File: src/rtl/vref_pkg.sv
package vref_pkg;
    typedef enum logic {
        MODE_JUMP = 1'b0,
        MODE_RAMP = 1'b1
    } upd_mode_e;
endpackage

File: src/rtl/vref_sampler.sv
module vref_sampler #(
    parameter int VID_W      = 8,
    parameter int CYCLE_CLKS = 24,
    parameter int SAMPLES    = 6
) (
    input  logic             clk_i,
    input  logic             rst_i,
    input  logic             tick_i,
    input  logic [VID_W-1:0] vid_i,
    output logic             smp_stb_o,
    output logic [VID_W-1:0] smp_val_o
);
    localparam int SPACING = CYCLE_CLKS / SAMPLES;
    localparam int POS_W   = $clog2(SPACING + 1);
    localparam int IDX_W   = $clog2(SAMPLES + 1);

    typedef struct packed {
        logic [POS_W-1:0] pos;
        logic [IDX_W-1:0] idx;
        logic             stb;
        logic [VID_W-1:0] val;
    } smp_state_t;

    smp_state_t st_d, st_q;

    always_comb begin
        st_d     = st_q;
        st_d.stb = 1'b0;
        if (tick_i) begin
            st_d.pos = '0;
            st_d.idx = '0;
            st_d.stb = 1'b1;
            st_d.val = vid_i;
        end else if (st_q.idx < IDX_W'(SAMPLES - 1)) begin
            if (st_q.pos == POS_W'(SPACING - 1)) begin
                st_d.pos = '0;
                st_d.idx = st_q.idx + 1'b1;
                st_d.stb = 1'b1;
                st_d.val = vid_i;
            end else begin
                st_d.pos = st_q.pos + 1'b1;
            end
        end
    end

    always_ff @(posedge clk_i) begin
        if (rst_i) begin
            st_q.pos <= '0;
            st_q.idx <= IDX_W'(SAMPLES - 1);
            st_q.stb <= 1'b0;
            st_q.val <= '0;
        end else begin
            st_q <= st_d;
        end
    end

    assign smp_stb_o = st_q.stb;
    assign smp_val_o = st_q.val;
endmodule

File: src/rtl/vref_debounce.sv
module vref_debounce #(
    parameter int VID_W    = 8,
    parameter int DEBOUNCE = 3
) (
    input  logic             clk_i,
    input  logic             rst_i,
    input  logic             smp_stb_i,
    input  logic [VID_W-1:0] smp_val_i,
    output logic             acc_stb_o,
    output logic [VID_W-1:0] acc_code_o
);
    localparam int RUN_W = $clog2(DEBOUNCE + 1);

    typedef struct packed {
        logic [VID_W-1:0] cand;
        logic [RUN_W-1:0] run;
        logic [VID_W-1:0] acc;
        logic             have;
        logic             stb;
    } deb_state_t;

    deb_state_t st_d, st_q;

    always_comb begin
        st_d     = st_q;
        st_d.stb = 1'b0;
        if (smp_stb_i) begin
            if (smp_val_i == st_q.cand) begin
                if (st_q.run != RUN_W'(DEBOUNCE))
                    st_d.run = st_q.run + 1'b1;
            end else begin
                st_d.cand = smp_val_i;
                st_d.run  = RUN_W'(1);
            end
            if ((st_d.run == RUN_W'(DEBOUNCE)) &&
                (!st_q.have || (st_d.cand != st_q.acc))) begin
                st_d.acc  = st_d.cand;
                st_d.have = 1'b1;
                st_d.stb  = 1'b1;
            end
        end
    end

    always_ff @(posedge clk_i) begin
        if (rst_i) begin
            st_q <= '0;
        end else begin
            st_q <= st_d;
        end
    end

    assign acc_stb_o  = st_q.stb;
    assign acc_code_o = st_q.acc;
endmodule

File: src/rtl/vref_slew.sv
module vref_slew
    import vref_pkg::*;
#(
    parameter int VID_W      = 8,
    parameter int CYCLE_CLKS = 24
) (
    input  logic             clk_i,
    input  logic             rst_i,
    input  logic             acc_stb_i,
    input  logic [VID_W-1:0] acc_code_i,
    input  logic             ramp_mode_i,
    output logic [VID_W-1:0] dac_o,
    output logic [VID_W-1:0] tgt_o
);
    localparam int HALF  = CYCLE_CLKS / 2;
    localparam int CNT_W = $clog2(CYCLE_CLKS + 1);

    typedef struct packed {
        logic [VID_W-1:0] dac;
        logic [VID_W-1:0] tgt;
        logic             init;
        logic             active;
        logic [CNT_W-1:0] cnt;
    } slew_state_t;

    slew_state_t st_d, st_q;
    logic        jump_sel;

    assign jump_sel = !st_q.init || (upd_mode_e'(ramp_mode_i) == MODE_JUMP);

    always_comb begin
        st_d = st_q;
        // target update and start of the half-cycle wait
        if (acc_stb_i) begin
            st_d.tgt = acc_code_i;
            if (jump_sel) begin
                st_d.dac    = acc_code_i;
                st_d.init   = 1'b1;
                st_d.active = 1'b0;
            end else if (!st_q.active) begin
                st_d.active = 1'b1;
                st_d.cnt    = CNT_W'(HALF - 1);
            end
        end
        // stepping toward the newest target
        if (st_q.active && st_d.active) begin
            if (st_q.cnt == '0) begin
                if (st_q.dac < st_d.tgt)
                    st_d.dac = st_q.dac + 1'b1;
                else if (st_q.dac > st_d.tgt)
                    st_d.dac = st_q.dac - 1'b1;
                st_d.cnt = CNT_W'(CYCLE_CLKS - 1);
            end else begin
                st_d.cnt = st_q.cnt - 1'b1;
            end
        end
        if (st_d.active && (st_d.dac == st_d.tgt))
            st_d.active = 1'b0;
    end

    always_ff @(posedge clk_i) begin
        if (rst_i) begin
            st_q <= '0;
        end else begin
            st_q <= st_d;
        end
    end

    assign dac_o = st_q.dac;
    assign tgt_o = st_q.tgt;
endmodule

File: src/rtl/vref_sequencer.sv
module vref_sequencer #(
    parameter int VID_W      = 8,
    parameter int CYCLE_CLKS = 24,
    parameter int SAMPLES    = 6,
    parameter int DEBOUNCE   = 3
) (
    input  logic             clk_i,
    input  logic             rst_i,
    input  logic             tick_i,
    input  logic [VID_W-1:0] vid_i,
    input  logic             ramp_mode_i,
    output logic [VID_W-1:0] dac_code_o,
    output logic             busy_o,
    output logic             vid_ok_o
);
    logic             smp_stb_w;
    logic [VID_W-1:0] smp_val_w;
    logic [VID_W-1:0] acc_code_w;
    logic [VID_W-1:0] tgt_w;

    vref_sampler #(
        .VID_W(VID_W), .CYCLE_CLKS(CYCLE_CLKS), .SAMPLES(SAMPLES)
    ) u_sampler (
        .clk_i(clk_i), .rst_i(rst_i), .tick_i(tick_i), .vid_i(vid_i),
        .smp_stb_o(smp_stb_w), .smp_val_o(smp_val_w)
    );

    vref_debounce #(
        .VID_W(VID_W), .DEBOUNCE(DEBOUNCE)
    ) u_debounce (
        .clk_i(clk_i), .rst_i(rst_i), .smp_stb_i(smp_stb_w), .smp_val_i(smp_val_w),
        .acc_stb_o(vid_ok_o), .acc_code_o(acc_code_w)
    );

    vref_slew #(
        .VID_W(VID_W), .CYCLE_CLKS(CYCLE_CLKS)
    ) u_slew (
        .clk_i(clk_i), .rst_i(rst_i), .acc_stb_i(vid_ok_o), .acc_code_i(acc_code_w),
        .ramp_mode_i(ramp_mode_i), .dac_o(dac_code_o), .tgt_o(tgt_w)
    );

    assign busy_o = (dac_code_o != tgt_w);
endmodule

File: config.mk
export PLATFORM = sky130hd
export DESIGN_NAME = vref_sequencer
export DESIGN_NICKNAME = d
export VERILOG_FILES = /design/src/rtl/vref_pkg.sv /design/src/rtl/vref_sampler.sv /design/src/rtl/vref_debounce.sv /design/src/rtl/vref_slew.sv /design/src/rtl/vref_sequencer.sv
export SDC_FILE = /design/constraint.sdc
export NUM_CORES = 1
export LEC_CHECK = 0
export CAP_MARGIN = 10
export CORE_ASPECT_RATIO = 0.5
export CORE_MARGIN = 4
export CORE_UTILIZATION = 35
export CTS_BUF_LIST = sky130_fd_sc_hd__clkbuf_16
export DETAILED_ROUTE_END_ITERATION = 10
export DONT_BUFFER_PORTS = 1
export GPL_ROUTABILITY_DRIVEN = 0
export PLACE_DENSITY_LB_ADDON = 0.08
export SLEW_MARGIN = 20
export SYNTH_ARGS = -nofsm -noshare
export SYNTH_HDL_FRONTEND = slang
export SYNTH_SLANG_ARGS = --single-unit
File: constraint.sdc
create_clock -name clk_i -period 6.4 [get_ports clk_i]
set_input_delay 0.32 -clock clk_i [delete_from_list [all_inputs] [get_ports clk_i]]
set_output_delay 0.32 -clock clk_i [all_outputs]
set_load 0.02 [all_outputs]
**Word level (Yosys, flattened, before mapping)**

Index checks and enable logic that the tools add are counted.

- Input bits: 12
- Flip-flop bits (word level): 58
- Word-level logic and storage cells: 76
- Output and inout bits: 10

- Equality and inequality tests: 9
- Bitwise operators: 2
- Add/sub/neg operators: 6
- Multiplexer cells: 22
- Reductions and logical operators: 19
- Order comparisons: 3

Operator list:

| cell | count |
|---|---|
| 8-bit two-way mux | 7 |
| 12-bit two-way mux | 3 |
| 23-bit two-way mux | 1 |
| 5-bit two-way mux | 4 |
| 8-bit == test | 2 |
| 8-bit inequality test | 2 |
| 8-bit by 1-bit adder with 8-bit output, second input constant | 1 |
| 8-bit greater-than comparator | 1 |
| 8-bit < comparator | 1 |
| 2-bit AND reduction | 4 |
| 8-bit by 1-bit subtractor with 8-bit output, second input constant | 1 |
| 3-bit by 1-bit adder with 3-bit output, second input constant | 2 |
| 2-bit two-way mux | 3 |
| 2-bit inequality test, second input constant | 3 |
| 2-bit nonzero test | 3 |
| 2-bit OR reduction | 3 |
| 5-bit logical NOT | 1 |
| 5-bit by 1-bit subtractor with 5-bit output, second input constant | 1 |
| 3-bit by 2-bit == test with 1-bit output, second input constant | 1 |
| 1-bit logical AND | 3 |
| 3-bit < comparator, second input constant | 1 |
| 1-bit two-way mux | 3 |
| 3-bit two-way mux | 1 |
| 3-bit AND reduction | 1 |
| other kinds (5) | 8 |

**Depth between registers and ports, before layout**

Gate-level depths: netlist of the first run.

- Depth in word-level cells: 12
- Mapped depth: 13
- Depth with buffers taken out: 11

**Cells and area by module**

A second synthesis of the first run with hierarchy kept.

- Cell total of the unflattened synthesis: 459
- Area total of the unflattened synthesis: 3769.9 sq um

Modules (own cells, without submodules):

| module | cells each | seq. area each (sq um) | area an instance (sq um) | instances |
|---|---|---|---|---|
| vref_slew | 260 | 460.4 | 2008.2 | 1 |
| vref_debounce | 110 | 400.4 | 978.4 | 1 |
| vref_sampler | 78 | 300.3 | 696.9 | 1 |
| vref_sequencer | 11 | 0.0 | 86.3 | 1 |

**Worst setup path after synthesis of the first run**

Ideal clock, no wire load.

- Path type: register -> register
- From: register u_debounce.st_q, in the netlist u_debounce.acc_stb_o
- To: register u_slew.st_q[5] in the netlist's numbering
- Setup time: 0.129 ns
- Cell stages (with the launch flop): 12
- Data required time: 6.271 ns
- Buffers on the path: 1
- Clock period less this slack: 3.313 ns
- Data arrival time: 3.184 ns
- Slack: 3.087 ns
- Cell sequence: dfxtp_1 buf_1 mux2i_1 ha_1 nor2b_1 o211ai_2 a21o_1 nand2_1 o221a_2 o311ai_0 o2111a_1 a31oi_1

- Word-level cells in the longest chain between the ends: 9
- Elaborated cells on any way between the ends: 11
- Those cells by class: order compare (2); eq/ne (1); mux (5); reduce/logical (3)

RTL lines:

| item | line | text |
|---|---|---|
| start, declared | vref_debounce.sv:22 | `deb_state_t st_d, st_q;` |
| start signal, assigned | vref_debounce.sv:48 | `st_q <= st_d;` |
| 23-bit two-way mux (*) | vref_slew.sv:34 | `if (acc_stb_i) begin` |
| 8-bit greater-than comparator | vref_slew.sv:50 | `else if (st_q.dac > st_d.tgt)` |
| 8-bit two-way mux | vref_slew.sv:50 |  |
| 8-bit two-way mux | vref_slew.sv:48 | `if (st_q.dac < st_d.tgt)` |
| 8-bit two-way mux | vref_slew.sv:47 | `if (st_q.cnt == '0) begin` |
| 8-bit two-way mux | vref_slew.sv:46 | `if (st_q.active && st_d.active) begin` |
| 8-bit == test | vref_slew.sv:57 | `if (st_d.active && (st_d.dac == st_d.tgt))` |
| 1-bit logical AND | vref_slew.sv:57 |  |
| 2-bit OR reduction (no source line) | - |  |
| end signal, assigned | vref_slew.sv:65 | `st_q <= st_d;` |
| end, declared | vref_slew.sv:26 | `slew_state_t st_d, st_q;` |

Every way passes the cells marked *; elsewhere a longest branch is shown, timed or not. The select of a mux whose other input is x is not followed.
A chain may end at the register's enable or synchronous reset.

**Worst setup path in the final report of the first run**

Ends and elaborated chain as after synthesis.

==> impl_metrics.yaml, run 1 <==
timing:
  fin_crit_sh_pct: 61.3
  clock_skew_ns: 0.00608
  max_slew_margin_pct: 35.8
  fin_tns_setup_ns: 0
  rsz0062_at_grt: "no"
  finalSetupViolations: 0
  max_slew.worst_pin.slew_ns: 0.962
  final-hold-violation-count: 0
  period_needed_ns: 3.92
  finalMaxSlewViolations: 0
  max_freq_mhz: 255
route:
  drt-pass1-iter-count: 4
  totalWireLength_mm: 8.81
  vias_per_cell: 5.40
  wl_per_cell_um: 16.4
  dr_total_vias: 2900
  ant_nets: 0
  drt_iter0_markers: 211
  route.detailed.drc: 0
global_route:
  first_global_vias: 2886
  grt_pass1_wl_mm: 14.6
  track_usage_pct: 15.6
  overflow: 0
  antenna_found_initial: 0
  grt_max_degree: 58
die:
  die_w_um: 150
  initial_core_util_pct: 36.6
  core-area_mm2: 0.00960
  rows: 25
  die_area_mm2: 0.0118
  die_h_um: 78.9
  io_pins: 22
synth:
  synth_area_per_cell_um2: 8.51
  synth_top_family_by_area: "simple AND/OR/NAND/NOR gates"
  ys_warn_count: 0
  syn_nets: 438
  synth_compound_area_share_pct: 19.0
  synth_top_area_share_pct: 33.0
  synthSimpleGateAreaFrac_pct: 20.5
  synth_edf_count: 0
  ys_seq_area_share_pct: 33.0
  syn_area_mm2: 0.00351
  syn_inst: 413
  synthAdderAreaFrac_pct: 4.63
  async_reset_ff_share_pct: 0
  netlist.top_cell.by_area: "dfxtp_1"
  ys.flop_type: "dfxtp_1"
  synth_area_leaders: "dfxtp_1, mux2i_1, nor2_1"
  synthMuxAreaShare_pct: 8.33
  synth_cell_types: 68
  ys_seq_elements: 58
  synthXorXnorAreaFrac_pct: 8.72
cells_and_area:
  nets: 422
  drive_gt1_share_pct: 8.71
  mostFrequentLayoutCells: "nor2_1, dfxtp_1, mux2i_1"
  diodes: 0
  syn_to_final_growth_pct: 8.29
  fin_cells: 537
clock_network:
  cts_tree: "yes"
  h-tree-depth: 3
  ctsHoldBuffers: 0
  numCtsBuffers: 9
  clock_path_buffers: 2
  clkLatencyLatePin_ns: 0.33
  post_cts.repair.setup_buffers: 0
  path_clk_slew_ns: 0.06
  cts.sinks: 58
  cts_resized: 0
  cts-root-buf: "clkbuf_16"
setup_path:
  arrival_ns: 4.12
  rrSetupSlack_ns: 2.48
  critPathRequiredTime_ns: 6.60
  end_kind: "register"
  critPathMaxFanout: 15
  cp-start-kind: "register"
  path_cells: "mux2i_1 -> ha_1 -> a21oi_1 -> o21a_1 -> a31oi_4 -> nand2b_1 -> a221oi_2 -> o221ai_1 -> nor4_1 -> a31oi_1"
  path_delay_family: "compound AO/OA/AOI/OAI gates"
  cp_slowest_cell: "dfxtp_1"
  critPathBufInv: 0
  slowest_delay_ns: 0.95
  worstSetupPathType: "register to register"
placement:
  port-buffer-count: 0
  post-dp-hpwl_mm: 6.43
  dpl.cell_count: 521
power:
  p_leak_uw: 0.00147
  powerDensity_mw_per_mm2: 238
  peakVddDrop_mv: 0.114
job:
  maxCapViolations: 0
worst_hold_path:
  worstHoldPathType: "primary input to register"
outcome:
  status: "complete, no violations"
[power breakdown]
part | leakage, uW | switching, uW | internal, uW
Sequential | 0.000470 | 13.1 | 369
Clock | 0.000130 | 174 | 256
Combinational | 0.000870 | 55.8 | 37.0
Total | 0.00147 | 243 | 663
[through the flow]
step	power (uW)	util, %	hold WS [ns]	setup slack, ns	cell area [um2]
2_1_floorplan	469	-	0.453	3.09	3510
3_3_place_gp	482	36.9	0.398	2.60	3540
3_5_place_dp	482	36.9	0.399	2.57	3540
4_1_cts	914	39.6	0.0527	2.53	3810
5_1_grt	943	39.6	0.0516	2.20	3810
6_report	905	39.6	0.0614	2.48	3810
[cell usage after synthesis, drive strengths merged, types with 2 or more instances]
cell type,number
and2,3
a2111oi,2
mux2i,27
clkbuf,13
xor2,21
inv,15
buf,15
a21oi,18
nand3,5
a2bb2oi,3
o22ai,2
a311oi,2
nor2b,2
dfxtp,58
a221oi,3
nor4,9
o211ai,5
ha,13
mux2,2
a21boi,2
nor3,15
o21a,3
o21bai,3
nand2,28
nand2b,4
o221a,2
a31oi,3
nor3b,2
and3,4
nand4,10
o31ai,4
a211oi,6
o21ai,22
nor2,58
xnor2,14
[worst paths after layout]
path | end | depth (start not counted) | start
max reg2reg | u_slew.st_q[5] | 10 | u_debounce.acc_stb_o
max | u_slew.st_q[5] | 10 | u_debounce.acc_stb_o
min | u_slew.tgt_o[4] | 1 | rst_i
min reg2reg | u_sampler.st_q[14] | 1 | u_sampler.st_q[14]
[area by class of cell]
class,count,area (um2)
inverters,15,56.3
well taps,135,169
clock buffers,9,225
multi-input cells,312,2150
clock inverters,7,37.5
flip-flops and latches,58,1160
fillers,961,5800
repair buffers,1,7.51
[worst reg2reg max path, stage by stage (launching register included)]
cell	delay, ns
dfxtp_1	0.95
mux2i_1	0.48
ha_1	0.35
a21oi_1	0.19
o21a_1	0.40
a31oi_4	0.19
nand2b_1	0.29
a221oi_2	0.33
o221ai_1	0.16
nor4_1	0.32
a31oi_1	0.14
[routing by layer]
layer  global-route usage, %  part of all wire (%)
met4                    4.38                  0.82
met5                       0                     0
met1                    21.3                    49
met3                    5.64                   6.6
met2                    23.2                    43
[cell families after synthesis]
family,count (synthesis)
multiplexers,29
XOR/XNOR,35
AND/OR/NAND/NOR,146
adder cells (fa/ha/maj),13
buffers and inverters,43
AO/OA/AOI/OAI,89
flip-flops,58
[registers in the layout, summed over array words and instances, names as in the netlist]
signal and cells:
u_debounce.acc_stb_o 1, u_sampler.st_q 6, u_sampler.smp_stb_o 1, u_debounce.acc_code_o 8, u_slew.dac_o 8, u_debounce.st_q 11, u_slew.st_q 7, u_slew.tgt_o 8
u_sampler.smp_val_o 8
(Power assumes the default switching activity.)
==> run 2: changes to the inputs <==
==> constraint.sdc (replaced) <==
create_clock -name clk_i -period 3.2 [get_ports clk_i]
set_input_delay 0.16 -clock clk_i [delete_from_list [all_inputs] [get_ports clk_i]]
set_output_delay 0.16 -clock clk_i [all_outputs]
set_load 0.02 [all_outputs]
==> impl_metrics.yaml, run 2 (same netlist as run 1, synthesis figures left out) <==
cells_and_area:
  top_register: "u_debounce.st_q"
  mostFrequentLayoutCells: "dfxtp_1, nor2_1, buf_4"
  nets: 465
  largest_reg_flops: 11
  syn_to_final_growth_pct: 20.5
  final_util_pct: 44.1
  final_common_cell: "dfxtp_1"
  fin_cells: 580
  drive_gt1_share_pct: 18.2
  diodes: 0
power:
  p_sw_uw: 525
  peakVddDrop_mv: 0.239
  p_leak_uw: 0.00170
  power.internal_uw: 1370
  p_seq_share_pct: 39.9
  switching_share_pct: 27.7
  p_comb_share_pct: 13.4
  clock_power_share_pct: 46.7
  powerDensity_mw_per_mm2: 448
setup_path:
  critPathBufInv: 2
  worstSetupPathType: "register to register"
  path_cells: "buf_4 -> mux2i_4 -> inv_1 -> ha_1 -> nand4_1 -> or2_1 -> a31oi_4 -> nor3_1 -> o31ai_2 -> xnor2_1 -> nor4_2 -> a31oi_1"
  cp_slowest_cell: "dfxtp_4"
  path_delay_family: "simple AND/OR/NAND/NOR gates"
  critPathMaxFanout: 6
  slowest_delay_ns: 0.38
  critPathRequiredTime_ns: 3.41
  cp-start-kind: "register"
  arrival_ns: 3.26
  end_kind: "register"
placement:
  dp_slack_ns: -0.0597
  post-dp-hpwl_mm: 7.12
  port-buffer-count: 0
  dpl.cell_count: 552
timing:
  fin_crit_sh_pct: 95.5
  max_freq_mhz: 327
  period_needed_ns: 3.06
  finalSetupViolations: 0
  max_slew.worst_pin.slew_ns: 0.586
  fin_ws_ns: 0.145
  finalMaxSlewViolations: 0
  final-hold-violation-count: 0
  clock_skew_ns: 0.00669
  max_slew_margin_pct: 60.5
clock_network:
  clock_path_buffers: 2
  numCtsBuffers: 9
  path_clk_slew_ns: 0.06
  h-tree-depth: 3
  cts_tree: "yes"
  clkLatencyLatePin_ns: 0.33
  cts-root-buf: "clkbuf_16"
  cts.sinks: 58
die:
  die_area_mm2: 0.0118
  io_pins: 22
  rows: 25
  core-area_mm2: 0.00960
  die_w_um: 150
  initial_core_util_pct: 36.6
  die_h_um: 78.9
route:
  drt-pass1-iter-count: 4
  drt_iter0_markers: 190
  vias_per_cell: 5.30
  wl_per_cell_um: 16.6
  ant_nets: 0
  dr_total_vias: 3076
  totalWireLength_mm: 9.61
  route.detailed.drc: 0
outcome:
  status: "complete, no violations"
global_route:
  track_usage_pct: 17.0
  grt_pass1_wl_mm: 15.7
  overflow: 0
  grt_max_degree: 56
  first_global_vias: 3077
  antenna_found_initial: 0
job:
  maxCapViolations: 0
worst_hold_path:
  worstHoldPathType: "primary input to register"
-- run 2: what timing repair did --
| action | 4_1_cts | 5_1_grt |
|---|---|---|
| hold buffers | 10 | 0 |
| setup endpoints to repair | 1 | 2 |
| gates resized for setup | 2 | 16 |
| setup buffers | 1 | 1 |
| hold endpoints to repair | 55 | 0 |
| pin swaps | 1 | 0 |
-- run 2: layout make-up --
class                           instances  area, um2
Timing Repair Buffer                   44        373
Fill cell                             965       5370
Inverter                               15       56.3
Clock buffer                            9        225
Tap cell                              135        169
Sequential cell                        58       1160
Multi-Input combinational cell        312       2200
Clock inverter                          7       52.6
-- run 2: power by group through the flow --
stage	clock network, uW	logic (uW)	registers [uW]
after detailed placement	0	213	773
final	886	255	757
after global routing	947	276	759
after global placement	0	215	772
after CTS	916	241	758
after floorplan	0	168	769
-- run 2: path summary, 6_finish.rpt --
| check | from | cells after the start | slack [ns] | endpoint |
|---|---|---|---|---|
| worst min register to register | u_sampler.st_q[14] | 1 | 0.49 | u_sampler.st_q[14] |
| worst min-delay path | rst_i | 2 | 0.04 | u_slew.st_q[4] |
| worst max-delay path | u_debounce.acc_stb_o | 12 | 0.14 | u_slew.st_q[5] |
| worst max register to register | u_debounce.acc_stb_o | 12 | 0.14 | u_slew.st_q[5] |
-- run 2: stage by stage --
| stage | power, uW | hold slack (ns) | area (um2) | setup TNS, ns |
|---|---|---|---|---|
| final | 1900 | 0.0435 | 4240 | 0 |
| after global routing | 1980 | 0.0443 | 4240 | -0.0188 |
| after CTS | 1910 | 0.0281 | 4180 | 0 |
| after detailed placement | 986 | 0.240 | 3780 | -0.0597 |
| after global placement | 987 | 0.239 | 3780 | -0.0239 |
| after floorplan | 937 | 0.318 | 3520 | 0 |
-- run 2: per-layer routing --
| layer | track usage [%] | vias to the layer above | wire length [um] |
|---|---|---|---|
| met5 | 0 | - | 0 |
| li1 | - | 1528 | - |
| met4 | 4.65 | 0 | 68 |
| met1 | 22.7 | 1472 | 4760 |
| met2 | 26.9 | 68 | 4290 |
| met3 | 5.02 | 8 | 499 |
